--- config.mk ---
export PLATFORM = sky130hd
export DESIGN_NAME = link_power_wake
export DESIGN_NICKNAME = d
export VERILOG_FILES = /design/src/rtl/lpw_pkg.sv /design/src/rtl/lpw_sync.sv /design/src/rtl/lpw_idle_timer.sv /design/src/rtl/lpw_clkdiv.sv /design/src/rtl/lpw_wake_ctrl.sv /design/src/rtl/link_power_wake.sv
export SDC_FILE = /design/constraint.sdc
export NUM_CORES = 1
export LEC_CHECK = 0
export BUFFER_PORTS_ARGS = -buffer_cell sky130_fd_sc_hd__clkbuf_2
export CAP_MARGIN = 15
export CORE_ASPECT_RATIO = 1.1
export CORE_MARGIN = 1.5
export CORE_UTILIZATION = 50
export CTS_CLUSTER_DIAMETER = 40
export DETAILED_ROUTE_END_ITERATION = 7
export GPL_TIMING_DRIVEN = 0
export PLACE_DENSITY = 0.77
export SETUP_SLACK_MARGIN = 0.4
export SLEW_MARGIN = 10
export SYNTH_ARGS = -nofsm -noshare
export SYNTH_HDL_FRONTEND = slang
export SYNTH_SLANG_ARGS = --single-unit
--- constraint.sdc ---
create_clock -name clk -period 2.5 [get_ports clk]
set_input_delay 0.125 -clock clk [delete_from_list [all_inputs] [get_ports clk]]
set_output_delay 0.125 -clock clk [all_outputs]
set_load 0.01 [all_outputs]
--- src/rtl/lpw_pkg.sv ---
package lpw_pkg;

  typedef enum logic [1:0] {
    WAKE_IDLE = 2'd0,
    WAKE_PKT  = 2'd1,
    WAKE_IRQ  = 2'd2
  } wake_cause_e;

  // interrupt condition that may raise the wake
  function automatic logic wake_irq(input logic port_ev, input logic tmo,
                                    input logic pfail, input logic lp,
                                    input logic res_en);
    return port_ev | (res_en & (tmo | pfail | lp));
  endfunction

  // saturating increment of the idle counter
  function automatic int unsigned sat_inc(input int unsigned v, input int unsigned lim);
    return (v >= lim) ? lim : v + 1;
  endfunction

endpackage

--- src/rtl/lpw_sync.sv ---
module lpw_sync #(
  parameter int STAGES = 2
) (
  input  logic clk,
  input  logic rst_n,
  input  logic d,
  output logic q
);
  logic [STAGES:0] chain;
  assign chain[0] = d;

  for (genvar i = 0; i < STAGES; i++) begin : g_stage
    always_ff @(posedge clk) begin
      if (!rst_n) chain[i+1] <= 1'b0;
      else        chain[i+1] <= chain[i];
    end
  end

  assign q = chain[STAGES];
endmodule

--- src/rtl/lpw_idle_timer.sv ---
module lpw_idle_timer #(
  parameter int unsigned RESET_CYC   = 59,
  parameter int unsigned DISABLE_CYC = 1229
) (
  input  logic clk,
  input  logic rst_n,
  input  logic lps_sync,
  output logic link_down,
  output logic if_reset,
  output logic if_disable
);
  import lpw_pkg::*;
  localparam int CW = $clog2(DISABLE_CYC + 1);
  localparam logic [CW-1:0] RST_L = CW'(RESET_CYC);
  localparam logic [CW-1:0] DIS_L = CW'(DISABLE_CYC);

  logic [CW-1:0] idle_cnt;

  always_ff @(posedge clk) begin
    if (!rst_n)        idle_cnt <= '0;
    else if (lps_sync) idle_cnt <= '0;
    else               idle_cnt <= CW'(sat_inc(int'(idle_cnt), DISABLE_CYC));
  end

  assign link_down  = (idle_cnt >= RST_L);
  assign if_disable = (idle_cnt >= DIS_L);
  assign if_reset   = link_down && !if_disable;
endmodule

--- src/rtl/lpw_clkdiv.sv ---
module lpw_clkdiv #(
  parameter int DIV_LOG2 = 3
) (
  input  logic clk,
  input  logic rst_n,
  output logic wave
);
  logic [DIV_LOG2-1:0] div_cnt;

  always_ff @(posedge clk) begin
    if (!rst_n) div_cnt <= '0;
    else        div_cnt <= div_cnt + 1'b1;
  end

  assign wave = div_cnt[DIV_LOG2-1];
endmodule

--- src/rtl/lpw_wake_ctrl.sv ---
module lpw_wake_ctrl (
  input  logic clk,
  input  logic rst_n,
  input  logic lps_sync,
  input  logic link_down,
  input  logic irq_now,
  input  logic linkon_pkt,
  input  logic bus_reset,
  output logic wake_active
);
  import lpw_pkg::*;
  wake_cause_e cause_q, cause_d;

  always_comb begin
    cause_d = cause_q;
    if (lps_sync)
      cause_d = WAKE_IDLE;
    else if (link_down && irq_now)
      cause_d = WAKE_IRQ;
    else if (link_down && linkon_pkt)
      cause_d = (cause_q == WAKE_IRQ) ? WAKE_IRQ : WAKE_PKT;
    else if (bus_reset && cause_q == WAKE_PKT)
      cause_d = WAKE_IDLE;
  end

  always_ff @(posedge clk) begin
    if (!rst_n) cause_q <= WAKE_IDLE;
    else        cause_q <= cause_d;
  end

  assign wake_active = (cause_q != WAKE_IDLE);
endmodule

--- src/rtl/link_power_wake.sv ---
module link_power_wake #(
  parameter int unsigned RESET_CYC   = 59,
  parameter int unsigned DISABLE_CYC = 1229,
  parameter int          SYNC_STAGES = 2,
  parameter int          DIV_LOG2    = 3
) (
  input  logic clk,
  input  logic rst_n,
  input  logic lps_in,
  input  logic linkon_pkt,
  input  logic bus_reset,
  input  logic irq_port_event,
  input  logic irq_timeout,
  input  logic irq_pwr_fail,
  input  logic irq_loop,
  input  logic irq_resume_en,
  input  logic wake_pin_in,
  output logic wake_out,
  output logic wake_oe,
  output logic contender,
  output logic if_reset,
  output logic if_disable
);
  import lpw_pkg::*;

  // named internal events, visible to the checker
  logic lps_sync;
  logic link_down;
  logic irq_now;
  logic wake_active;
  logic wave;
  logic oe_q;
  logic contender_q;

  lpw_sync #(.STAGES(SYNC_STAGES)) u_sync (
    .clk(clk), .rst_n(rst_n), .d(lps_in), .q(lps_sync)
  );

  lpw_idle_timer #(.RESET_CYC(RESET_CYC), .DISABLE_CYC(DISABLE_CYC)) u_timer (
    .clk(clk), .rst_n(rst_n), .lps_sync(lps_sync),
    .link_down(link_down), .if_reset(if_reset), .if_disable(if_disable)
  );

  assign irq_now = wake_irq(irq_port_event, irq_timeout, irq_pwr_fail,
                            irq_loop, irq_resume_en);

  lpw_wake_ctrl u_wake (
    .clk(clk), .rst_n(rst_n), .lps_sync(lps_sync), .link_down(link_down),
    .irq_now(irq_now), .linkon_pkt(linkon_pkt), .bus_reset(bus_reset),
    .wake_active(wake_active)
  );

  lpw_clkdiv #(.DIV_LOG2(DIV_LOG2)) u_div (
    .clk(clk), .rst_n(rst_n), .wave(wave)
  );

  // pin is an input during reset, an output afterwards
  always_ff @(posedge clk) begin
    if (!rst_n) begin
      oe_q        <= 1'b0;
      contender_q <= wake_pin_in;
    end else begin
      oe_q        <= 1'b1;
    end
  end

  assign wake_oe   = oe_q;
  assign contender = contender_q;
  assign wake_out  = wake_active & wave & oe_q;
endmodule

==> impl_metrics.tcl <==
set metrics [dict create \
    cp.required_ns 2.38 \
    drive_gt1_share_pct 25.0 \
    ir_drop_v 0.000344 \
    cts_resized 0 \
    placed_cell_area_um2 993 \
    rows 15 \
    core_um2 1630 \
    gp_congestion 0.802 \
    wl_um 1620 \
    clk_path_buf_depth 2 \
    grt_pass1_vias 675 \
    syn_avg_cell_area_um2 9.65 \
    cts_made_buffers 3 \
    cts_tree "built" \
    startpoint "u_timer.idle_cnt[1]" \
    worstMarginPinSlew_ns 0.379 \
    synth_area_um2 897 \
    ys_types 35 \
    cts_sinks 20 \
    outcome "finished clean" \
    final_nets 131 \
    ys_seq_area_share_pct 45.7 \
    finish.utilization_pct 65.2 \
    startpoint_type "flip-flop" \
    grtUsageTotal_pct 17.7 \
    end_kind "primary output" \
    setup_viol_count_final 0 \
    path_buf_inv 3 \
    path_cells "inv_1, ha_1, o311a_1, o211ai_4, inv_2, nor2_1, clkbuf_2" \
    ff2ff_setup_slack_ns 0.87 \
    drc_errors 0 \
    syn_inst 93 \
    synth_largest_area_cell "dfxtp_1" \
    htree_levels 1 \
    crit_arrival_ns 1.82 \
    drt_iter0_markers 6 \
    netlist.area_leader.share_pct 42.4 \
    finClkSkew_ns 0.00570 \
    min_from "lps_in" \
    design_area_um2 1060 \
    use_met3_pct 2.26 \
    num_vias 732 \
    worstPathMaxFanout 6 \
    critPathMaxStageDelay_ns 0.43 \
    grt_antenna_before_repair 0 \
    p_per_area_nw_per_um2 529 \
    synth_area_leaders "dfxtp_1 42%, and2_1 4.2%, ha_1 4.2%" \
    leakage_uw 0.000459 \
    rsz0062_at_grt "false" \
    finalCriticalPeriod_ns 1.94 \
    die_y_um 47.4 \
    slew_headroom_pct 74.6 \
    wire_per_inst_um 12.1 \
    routed_via_density 5.50 \
    finalMaxSlewViolations 0 \
    r2r_start "u_timer.idle_cnt[1]" \
    diodes 0 \
    slowest_stage "dfxtp_1" \
    firstDrtPassIters 3 \
    ys_warn_count 0 \
    die_w_um 43.4 \
    hold_viol_final 0 \
    synth_nets 107 \
    floorplan.initialDensity_pct 54.9 \
    antenna_left 0 \
    cap_violations 0 \
    dieArea_um2 2060 \
    cts_root_buf "clkbuf_4" \
    async_flop_share_pct 0 \
    grt_util_met1_pct 20.0 \
    synthFlopType "dfxtp_1" \
    finalPower_uw 563 \
    grt.busiest_layer "met2" \
    io_buffers 15 \
    grt_pass1_wl_um 2690 \
    grt_max_degree 12 \
    areaGrowthSynthToFinish_pct 18.7 \
    synth-seq-cells 20 \
    synth_edf_count 1 \
    detailed_place_hpwl_um 1240 \
    fill_cells 148 \
    grt.met2_usage_pct 34.3 \
    critPathKind "flip-flop to primary output" \
    fin_tns_setup_ns 0 \
    max_freq_mhz 514 \
    critical-path-top-delay-family "compound AO/OA/AOI/OAI gates" \
    grt_overflow 0 \
    cts.clk_slew.worst_paths_ns 0.11 \
    min_path_type "primary input to flip-flop" \
    clk_latency_ns 0.30 \
    io-pin-count 16 \
    finalCritPeriodShare_pct 77.8 \
]
==> layout make-up <==
class	instances	area [um^2]	area share, %
plain buffers	1	11.3	1.06
clock buffers	4	36.3	3.41
inverters	4	15.0	1.41
multi-input cells	68	460	43.2
flip-flops and latches	20	410	38.5
well taps	17	21.3	2.00
repair buffers	19	110	10.3
==> flip-flops by register name, indices dropped and copies added, names as in the netlist <==
signal,count
wake_oe,1
u_sync.q,1
u_sync.chain,1
contender,1
u_timer.idle_cnt,11
u_wake.cause_q,2
u_div.div_cnt,3
==> path summary, 6_finish.rpt <==
path / end / cells after the start
setup / recovery: if_reset / 7
hold / removal: u_sync.chain[1] / 2
setup reg to reg: u_timer.idle_cnt[5] / 7
hold reg to reg: u_div.div_cnt[0] / 1
==> stage by stage <==
stage	setup WS, ns	hold slack [ns]	std cells
after CTS	0.417	0.00151	130
after global routing	0.444	0.0325	133
after global placement	0.810	0.299	125
after floorplan	0.911	0.153	93
final	0.556	0.0413	133
after detailed placement	0.769	0.306	125
==> power breakdown <==
group,internal [uW],leakage (uW),switching [uW],total (uW)
registers,333,0.000165,8.82,341
clock network,88.8,0.0000210,94.9,184
logic,19.7,0.000273,18.7,38.3
==> placed cells by master (no fill, tap or decap), types with 2 or more instances in the layout <==
cell type	synthesis	final
a21oi_1	7	7
a31oi_1	2	2
and2_1	6	6
buf_4	0	2
clkbuf_2	0	15
clkbuf_4	0	3
dfxtp_1	19	19
dlygate4sd3_1	0	2
ha_1	3	3
inv_1	3	3
nand2_1	6	6
nand2b_1	4	4
nand3_1	3	3
nor2_1	10	10
xnor2_1	4	4
xor2_1	3	3
==> kinds of logic (layout without fill, tap and decap cells) <==
logic type / count (synthesis) / in the layout / share of synthesized area [%]
compound gates: 18 / 18 / 15.8
xor+xnor: 7 / 7 / 6.83
fa+ha+maj: 3 / 3 / 4.18
buf+inv: 5 / 28 / 2.93
flops: 20 / 20 / 45.7
simple gates: 40 / 40 / 24.5
==> cells in the mapped netlist, types with 2 or more instances <==
master,number
nand2b_1,4
nand2_1,6
xnor2_1,4
nor2_1,10
a31oi_1,2
nand3_1,3
dfxtp_1,19
xor2_1,3
and2_1,6
ha_1,3
a21oi_1,7
inv_1,3
==> metal layers <==
metal	wire (um)	share of wire (%)
met1	703	44
met2	857	53
met3	29	1.8
met4	25	1.5
met5	0	0
==> what timing repair did <==
| action | in CTS | in global routing |
|---|---|---|
| setup buffers | 0 | 2 |
| hold buffers | 1 | 1 |
| hold endpoints to repair | 1 | 1 |
| endpoints found under the setup margin | 0 | 1 |
No activity file was read; power rests on OpenSTA's default activity.
